[src/rtl/mpc_pkg.sv]
package mpc_pkg;
  localparam int unsigned POOL_MISS = 0;
  localparam int unsigned POOL_WB   = 1;
  localparam int unsigned CAUSE_NT  = 2;  // no-targets blocked cause
  localparam int unsigned CAUSE_PF  = 2;  // prefetch bus-request cause
  localparam int unsigned N_CAUSE   = 3;
endpackage

[src/rtl/slot_pick.sv]
module slot_pick #(
  parameter int unsigned N    = 4,
  parameter int unsigned ID_W = 2
) (
  input  logic [N-1:0]    used_i,
  output logic            has_o,
  output logic [ID_W-1:0] idx_o
);
  always_comb begin
    has_o = 1'b0;
    idx_o = '0;
    for (int i = N - 1; i >= 0; i--) begin
      if (!used_i[i]) begin
        has_o = 1'b1;
        idx_o = ID_W'(i);
      end
    end
  end
endmodule

[src/rtl/pool_track.sv]
module pool_track #(
  parameter int unsigned N    = 4,
  parameter int unsigned REQ  = 4,
  parameter int unsigned ID_W = 3
) (
  input  logic            clk_i,
  input  logic            rst_ni,
  input  logic            alloc_i,
  input  logic            bus_i,
  input  logic            svc_i,
  input  logic [ID_W-1:0] svc_id_i,
  input  logic            rel_i,
  input  logic [ID_W-1:0] rel_id_i,
  output logic            has_free_o,
  output logic [ID_W-1:0] pick_o,
  output logic            blocked_o,
  output logic            breq_o
);
  logic [N-1:0] valid_q, pend_q, valid_d, pend_d;
  logic [N-1:0] a_oh, s_oh, r_oh;
  logic         alloc_fire, svc_fire, rel_fire;
  logic         full_b, full_a;
  logic         blk_q, blk_d, breq_q, breq_d;

  slot_pick #(.N(N), .ID_W(ID_W)) u_pick (
    .used_i(valid_q),
    .has_o (has_free_o),
    .idx_o (pick_o)
  );

  assign alloc_fire = alloc_i && has_free_o;

  always_comb begin
    for (int i = 0; i < N; i++) begin
      a_oh[i] = alloc_fire && (pick_o == ID_W'(i));
      s_oh[i] = svc_i && (svc_id_i == ID_W'(i)) && valid_q[i] && pend_q[i];
      r_oh[i] = rel_i && (rel_id_i == ID_W'(i)) && valid_q[i];
    end
  end

  assign svc_fire = |s_oh;
  assign rel_fire = |r_oh;
  assign valid_d  = (valid_q & ~r_oh) | a_oh;
  assign pend_d   = (pend_q & ~s_oh & ~r_oh) | a_oh;
  assign full_b   = $countones(valid_q) >= REQ;
  assign full_a   = $countones(valid_d) >= REQ;

  always_comb begin
    blk_d = blk_q;
    if (alloc_fire && full_a)   blk_d = 1'b1;
    else if (full_b && !full_a) blk_d = 1'b0;
  end

  always_comb begin
    breq_d = breq_q;
    if (alloc_fire && bus_i)            breq_d = 1'b1;
    else if (svc_fire && pend_d == '0)  breq_d = 1'b0;
  end

  always_ff @(posedge clk_i or negedge rst_ni) begin
    if (!rst_ni) begin
      valid_q <= '0;
      pend_q  <= '0;
      blk_q   <= 1'b0;
      breq_q  <= 1'b0;
    end else begin
      valid_q <= valid_d;
      pend_q  <= pend_d;
      blk_q   <= blk_d;
      breq_q  <= breq_d;
    end
  end

  assign blocked_o = blk_q;
  assign breq_o    = breq_q;

  // granted slot was free
  a_r3_pick_free: assert property (@(posedge clk_i) disable iff (!rst_ni)
    alloc_fire |-> (valid_q & a_oh) == '0);
  // no free slot, no release -> slot state untouched
  a_r10_reject_stable: assert property (@(posedge clk_i) disable iff (!rst_ni)
    (alloc_i && !has_free_o && !rel_fire) |=> $stable(valid_q));
  // reaching threshold by allocation blocks
  a_r5_block_on_full: assert property (@(posedge clk_i) disable iff (!rst_ni)
    (alloc_fire && !rel_fire && $countones(valid_q) == REQ - 1) |=> blk_q);
  // last pending entry served drops the request
  a_r7_breq_drop: assert property (@(posedge clk_i) disable iff (!rst_ni)
    (svc_fire && !alloc_fire && $countones(pend_q) == 1) |=> !breq_q);
  // service alone keeps blocked state
  a_r7_svc_keeps_block: assert property (@(posedge clk_i) disable iff (!rst_ni)
    (svc_fire && !alloc_fire && !rel_fire) |=> $stable(blk_q));
  // leaving threshold by release unblocks
  a_r8_unblock: assert property (@(posedge clk_i) disable iff (!rst_ni)
    (rel_fire && !alloc_fire && $countones(valid_q) == REQ) |=> !blk_q);
endmodule

[src/rtl/miss_pool_ctrl.sv]
module miss_pool_ctrl
  import mpc_pkg::*;
#(
  parameter int unsigned AW        = 32,
  parameter int unsigned BLK_BYTES = 64,
  parameter int unsigned MISS_REQ  = 4,
  parameter int unsigned MISS_RES  = 4,
  parameter int unsigned WB_REQ    = 4,
  parameter int unsigned WB_RES    = 1,
  parameter int unsigned ORD_W     = 16,
  localparam int unsigned MISS_N   = MISS_REQ + MISS_RES - 1,
  localparam int unsigned WB_N     = WB_REQ + WB_RES - 1,
  localparam int unsigned MAX_N    = (MISS_N > WB_N) ? MISS_N : WB_N,
  localparam int unsigned ID_W     = (MAX_N > 1) ? $clog2(MAX_N) : 1,
  localparam int unsigned OFF_W    = $clog2(BLK_BYTES),
  localparam int unsigned SZ_W     = OFF_W + 1
) (
  input  logic             clk_i,
  input  logic             rst_ni,
  input  logic             alloc_i,
  input  logic             alloc_wr_i,
  input  logic             alloc_rd_i,
  input  logic             alloc_fill_i,
  input  logic             alloc_bus_i,
  input  logic [AW-1:0]    alloc_addr_i,
  input  logic [SZ_W-1:0]  alloc_size_i,
  output logic             alloc_ok_o,
  output logic             alloc_pool_o,
  output logic [ID_W-1:0]  alloc_id_o,
  output logic [ORD_W-1:0] alloc_order_o,
  output logic [AW-1:0]    alloc_eaddr_o,
  output logic [SZ_W-1:0]  alloc_esize_o,
  input  logic             svc_i,
  input  logic             svc_pool_i,
  input  logic [ID_W-1:0]  svc_id_i,
  input  logic             rel_i,
  input  logic             rel_pool_i,
  input  logic [ID_W-1:0]  rel_id_i,
  input  logic             nt_set_i,
  input  logic [ID_W-1:0]  nt_id_i,
  input  logic             rsp_i,
  input  logic [ID_W-1:0]  rsp_id_i,
  input  logic             pf_req_i,
  output logic [N_CAUSE-1:0] blocked_o,
  output logic [N_CAUSE-1:0] bus_req_o,
  output logic             bus_req_any_o
);
  logic             sel;
  logic [1:0]       has_free, blk, breq;
  logic [ID_W-1:0]  pick [2];
  logic [ORD_W-1:0] ord_q;
  logic             nt_q;
  logic [ID_W-1:0]  nt_id_q;

  // write-only requests go to the write buffer
  assign sel = alloc_wr_i && !alloc_rd_i;

  for (genvar p = 0; p < 2; p++) begin : g_pool
    localparam int unsigned PN   = (p == POOL_MISS) ? MISS_N : WB_N;
    localparam int unsigned PREQ = (p == POOL_MISS) ? MISS_REQ : WB_REQ;
    pool_track #(.N(PN), .REQ(PREQ), .ID_W(ID_W)) u_pool (
      .clk_i     (clk_i),
      .rst_ni    (rst_ni),
      .alloc_i   (alloc_i && (sel == 1'(p))),
      .bus_i     (alloc_bus_i),
      .svc_i     (svc_i && (svc_pool_i == 1'(p))),
      .svc_id_i  (svc_id_i),
      .rel_i     (rel_i && (rel_pool_i == 1'(p))),
      .rel_id_i  (rel_id_i),
      .has_free_o(has_free[p]),
      .pick_o    (pick[p]),
      .blocked_o (blk[p]),
      .breq_o    (breq[p])
    );
  end

  assign alloc_ok_o    = alloc_i && has_free[sel];
  assign alloc_pool_o  = sel;
  assign alloc_id_o    = pick[sel];
  assign alloc_order_o = ord_q;
  assign alloc_eaddr_o = alloc_fill_i ? {alloc_addr_i[AW-1:OFF_W], {OFF_W{1'b0}}}
                                      : alloc_addr_i;
  assign alloc_esize_o = alloc_fill_i ? SZ_W'(BLK_BYTES) : alloc_size_i;

  always_ff @(posedge clk_i or negedge rst_ni) begin
    if (!rst_ni) begin
      ord_q   <= '0;
      nt_q    <= 1'b0;
      nt_id_q <= '0;
    end else begin
      if (alloc_ok_o) ord_q <= ord_q + 1'b1;
      if (nt_set_i) begin
        nt_q    <= 1'b1;
        nt_id_q <= nt_id_i;
      end else if (rsp_i && nt_q && (rsp_id_i == nt_id_q)) begin
        nt_q <= 1'b0;
      end
    end
  end

  assign blocked_o     = {nt_q, blk[POOL_WB], blk[POOL_MISS]};
  assign bus_req_o     = {pf_req_i, breq[POOL_WB], breq[POOL_MISS]};
  assign bus_req_any_o = |bus_req_o;

  // order advances by one per accepted allocation
  a_r4_order_step: assert property (@(posedge clk_i) disable iff (!rst_ni)
    alloc_ok_o |=> alloc_order_o == ORD_W'($past(alloc_order_o) + 1'b1));
  // rejected allocation consumes no order number
  a_r10_order_hold: assert property (@(posedge clk_i) disable iff (!rst_ni)
    !alloc_ok_o |=> $stable(alloc_order_o));
  // matching response clears the no-targets cause
  a_r9_nt_clear: assert property (@(posedge clk_i) disable iff (!rst_ni)
    (blocked_o[CAUSE_NT] && rsp_i && rsp_id_i == nt_id_q && !nt_set_i)
      |=> !blocked_o[CAUSE_NT]);
endmodule

[config.mk]
export PLATFORM = sky130hd
export DESIGN_NAME = miss_pool_ctrl
export DESIGN_NICKNAME = d
export VERILOG_FILES = /design/src/rtl/mpc_pkg.sv /design/src/rtl/slot_pick.sv /design/src/rtl/pool_track.sv /design/src/rtl/miss_pool_ctrl.sv
export SDC_FILE = /design/constraint.sdc
export NUM_CORES = 1
export LEC_CHECK = 0
export BUFFER_PORTS_ARGS = -buffer_cell sky130_fd_sc_hd__buf_4
export CAP_MARGIN = 20
export CORE_MARGIN = 8
export CORE_UTILIZATION = 53
export CTS_CLUSTER_DIAMETER = 60
export DETAILED_ROUTE_END_ITERATION = 12
export GPL_ROUTABILITY_DRIVEN = 0
export MAX_ROUTING_LAYER = met4
export PLACE_DENSITY = 0.91
export SYNTH_ARGS = -nofsm -noshare
export SYNTH_HDL_FRONTEND = slang
export SYNTH_SLANG_ARGS = --single-unit
[constraint.sdc]
create_clock -name clk_i -period 7.7 [get_ports clk_i]
set_input_delay 1.54 -clock clk_i [delete_from_list [all_inputs] [get_ports clk_i]]
set_output_delay 1.54 -clock clk_i [all_outputs]
set_load 0.02 [all_outputs]
# After elaboration in Yosys (flattened, before gate mapping)
# Cells that the tools add are included.
# W data, S select, Z words.
# classes
addsub	19
order_cmp	6
n_eq_ne	22
muxes	39
n_bitwise	18
n_reduce_logical	103
# ops
cell	n
$add A32 B32 Y32	6
$ge A32 B3 Y1 const B	4
$logic_and A1 B1 Y1	86
$add A32 B1 Y32	2
$mux W3	13
$eq A3 B3 Y1 const B	9
$eq A3 B2 Y1 const B	8
$mux W1	23
$and A7 B7 Y7	3
$add A1 B1 Y2	10
$add A16 B1 Y16 const B	1
$not A7 Y7	2
$or A7 B7 Y7	2
$and A4 B4 Y4	3
$eq A3 B1 Y1 const B	4
$logic_not A3 Y1	4
$reduce_bool A2 Y1	5
$not A4 Y4	2
$or A4 B4 Y4	2
$logic_not A7 Y1	1
$mux W7	1
$reduce_or A7 Y1	1
$mux W6	1
$logic_not A4 Y1	1
other kinds (9)	13
# totals
regBits	46
in_bits	65
output_inout_bits	67

# Longest topological paths before layout
# depth
depth_word	18
ltp_mapped	13
mapped_depth_nobuf	13

# Cells and area by module
# A second synthesis with hierarchy kept.
# unflattened
cells_unflattened	337
area_unflattened_um2	3215.6
# modules_own_cells
module	instances	cells_each	area_each_um2	seq_area_each_um2
miss_pool_ctrl	1	133	1372.6	500.5
pool_track at g_pool[0].u_pool	1	116	1118.6	400.4
pool_track at g_pool[1].u_pool	1	69	621.8	250.2
slot_pick at g_pool[0].u_pool.u_pick	1	12	62.6	0.0
slot_pick at g_pool[1].u_pool.u_pick	1	7	40.0	0.0

# Worst setup path after synthesis
# Ideal clock, no wire load.
# synth_timing
path_type	input to output
startpoint	input port alloc_rd_i
endpoint	output port alloc_id_o[1]
arrival_ps	2528
required_ps	6160
slack_ps	3632
cell_stages	3
path_buffers	1
path_cell_list	nand2b_1 > clkbuf_1 > o31ai_1
# synth_via
elab_chain_cells	6
# synth_rtl
element	line	source
from (decl)	miss_pool_ctrl.sv:22	input logic alloc_rd_i,
$logic_not A1 Y1	miss_pool_ctrl.sv:56	assign sel = alloc_wr_i && !alloc_rd_i;
$logic_and A1 B1 Y1	miss_pool_ctrl.sv:56	
$not A1 Y2 (not written as such)	miss_pool_ctrl.sv:79	assign alloc_id_o = pick[sel];
$mux W3 (not written as such) (3 in a row)	miss_pool_ctrl.sv:79	
to (decl)	miss_pool_ctrl.sv:29	output logic [ID_W-1:0] alloc_id_o,
# No other way between the ends. The select of a mux whose other input is x is not followed.

# Worst setup path in the final report
# layout_timing
startpoint	input port alloc_rd_i
endpoint	output port alloc_ok_o
# layout_via
elab_chain_cells	5
# layout_rtl
element	line	source
$logic_not A1 Y1	miss_pool_ctrl.sv:56	
$logic_and A1 B1 Y1	miss_pool_ctrl.sv:56	
$mux W1 (not written as such) (2 in a row)	miss_pool_ctrl.sv:77	assign alloc_ok_o = alloc_i && has_free[sel];
$logic_and A1 B1 Y1	miss_pool_ctrl.sv:77	
to (decl)	miss_pool_ctrl.sv:27	output logic alloc_ok_o,
# No other way between the ends. The select of a mux whose other input is x is not followed.

==> metrics.txt <==
largest net degree at the start of global routing=47; Clock Pin Slew Worst Setup and Hold Paths=0.09 ns; register bit total from synthesis=46; Max VDD drop=0.254 mV; Die Y=93.5 um; share of the synthesized area in the top cell type=0.362; Slew headroom=0.612; top-count cell post-synth=dfrtp_1; mux cell area share after synthesis=0.0142; fin worst setup slack=3.56 ns; Synth Warn #=0; fin nets=466; first-pass GRT wire length=13700 um; sequential area share after synthesis=0.362; RSZ-0062 raised after global routing=no; CTS Root Cell=clkbuf_8; crit path buf inv count=2; gr usage total=0.199; Synth Flop Type=dfrtp_1; Setup Buffers After CTS=0; Compound-Gate Fraction of Synth Area=0.122; setup TNS=0 ns; CTS buffer count=5; CP top delay family=simple AND/OR/NAND/NOR gates; drc violations=0; Wirelength per Cell=18.5 um; initial antenna violation count=0; clock period minus worst slack=4.14 ns; core area=0.00585 mm^2; max_cap viols=0; synth top area cells=dfrtp_1 (36%), buf_4 (8.3%), ha_1 (7.1%); Post-Syn Area per Cell=9.44 um^2; Vias=2743; clock latency on the worst-skew pair=0.30 ns; clk sinks=46; Post-synth top cells=dfrtp_1 (46), buf_4 (35), nand2_1 (26); clock tree buffer depth=2; Rows=28; Worst path most repeated cell=buf_4; Worst Path Required=6.16 ns; Pleak=1.70 nW; Routed Antenna Nets=0; Pwr Density=299 mW/mm^2; Final setup viols=0; CP Launch Type=input port; Yosys top cell by area=dfrtp_1; final hold vios=0; Slowest-stage cell, CP=nand2b_1; Slew @ Worst Pin=0.583 ns; Placement Setup Slack=3.44 ns; Post-CTS Resized=0; flop2flop setup slack=4.78 ns; cells after synthesis=337; Syn-to-layout area delta=14.5%; WP data arrival=2.60 ns; H-tree levels=2; fraction of layout cells with a size suffix above 1=0.271; die width=93.5 um; WL final=8430 um; cts hold-fix bufs=0; Tot Pwr=1.09 mW; fmax=241 MHz; Synth Area in Simple Gates=0.239; Initial Util=0.544; Synth Area in Adders=0.0960; Finished Core Util=0.623; crit path cell chain=buf_4, nand2b_1, o211ai_2, nand2_1, buf_4; Setup crit end kind=output port; async set or reset register ratio after synthesis=1.00; outcome=completed; Top-Level Pins=132; CTS tree=yes; PortBufs=79; Pre-antenna DRT Iters=5; CP Class=input port to output port; Final Cycle Share=0.538; Fill cells=461; largest family of logic cells by synthesized area=simple AND/OR/NAND/NOR gates; drt initial violations=409; Fin Clk Skew=0.00418 ns; crit-path max cell delay=0.41 ns; vias in the first global route=2735; die area=0.00874 mm^2; Cell Area, Synth=0.00318 mm^2; Post-Syn Nets=424; DR vias/cell=6.03; DP HPWL=6480 um; total gr overflow=0; HP Class=flop to flop; count of final max-slew check failures=0; xor and xnor area share after synthesis=0.0496; Yosys cell types=59; Post-synth EDFFs=0; crit path max fanout=14; diode count=0
kinds of logic after synthesis:
kind of cell,count (synthesis)
multiplexers,4
adder cells (fa/ha/maj),22
AND/OR/NAND/NOR,134
flip-flops,46
buffers and inverters,59
AO/OA/AOI/OAI,54
XOR/XNOR,18
area by class of cell:
type | instances | area, um^2 | share of cell area
Multi-Input combinational cell | 232 | 1660 | 0.454
Timing Repair Buffer | 79 | 593 | 0.163
Clock inverter | 3 | 23.8 | 0.00653
Inverter | 15 | 56.3 | 0.0155
Clock buffer | 5 | 68.8 | 0.0189
Sequential cell | 46 | 1150 | 0.316
Tap cell | 75 | 93.8 | 0.0258
cells in the final DEF (no fill, tap or decap), drive strengths merged, types with 10 or more instances in the layout:
cell   synthesis  routed
nor2b         15      15
buf           39      79
dfrtp         46      46
nand4         10      10
nand2         27      27
nand3         22      22
inv           15      16
o21ai         15      15
ha            18      18
xnor2         14      14
per-layer routing:
layer  GRT usage  vias to the layer above  wire (um)
met3      0.0377                       25        696
li1            -                     1249          -
met1       0.255                     1301       3510
met4      0.0765                        0        191
met2       0.304                      168       4040
met5           -                        -          0
metrics by stage:
step / hold slack [ns] / cell area (um^2) / std cells
floorplan: 0.450 / 3180 / 337
global placement: 0.462 / 3550 / 447
detailed placement: 0.476 / 3550 / 447
CTS: 0.490 / 3640 / 455
global route: 0.507 / 3640 / 455
finish: 0.491 / 3640 / 455
where the power goes:
group          switching (mW)  total (mW)  internal (mW)
combinational           0.286       0.515          0.230
clock                  0.0907       0.156         0.0651
sequential              0.102       0.418          0.316
total                   0.478        1.09          0.611
path summary, 6_finish.rpt:
path | start | to | depth (start not counted)
max | alloc_rd_i | alloc_ok_o | 5
min | alloc_order_o[15] | alloc_order_o[15] | 1
max reg2reg | g_pool[0].u_pool.valid_q[0] | g_pool[0].u_pool.blocked_o | 11
min reg2reg | alloc_order_o[15] | alloc_order_o[15] | 1
max in group asynchronous | rst_ni | g_pool[0].u_pool.valid_q[3] | 1
min in group asynchronous | rst_ni | nt_id_q[2] | 1
flip-flops by register name (all words and copies together), names as in the netlist:
| name | count |
|---|---|
| g_pool.u_pool.breq_o | 2 |
| g_pool.u_pool.valid_q | 11 |
| alloc_order_o | 16 |
| g_pool.u_pool.blocked_o | 2 |
| nt_q | 1 |
| nt_id_q | 3 |
| g_pool.u_pool.pend_q | 11 |
(Power assumes the default switching activity.)
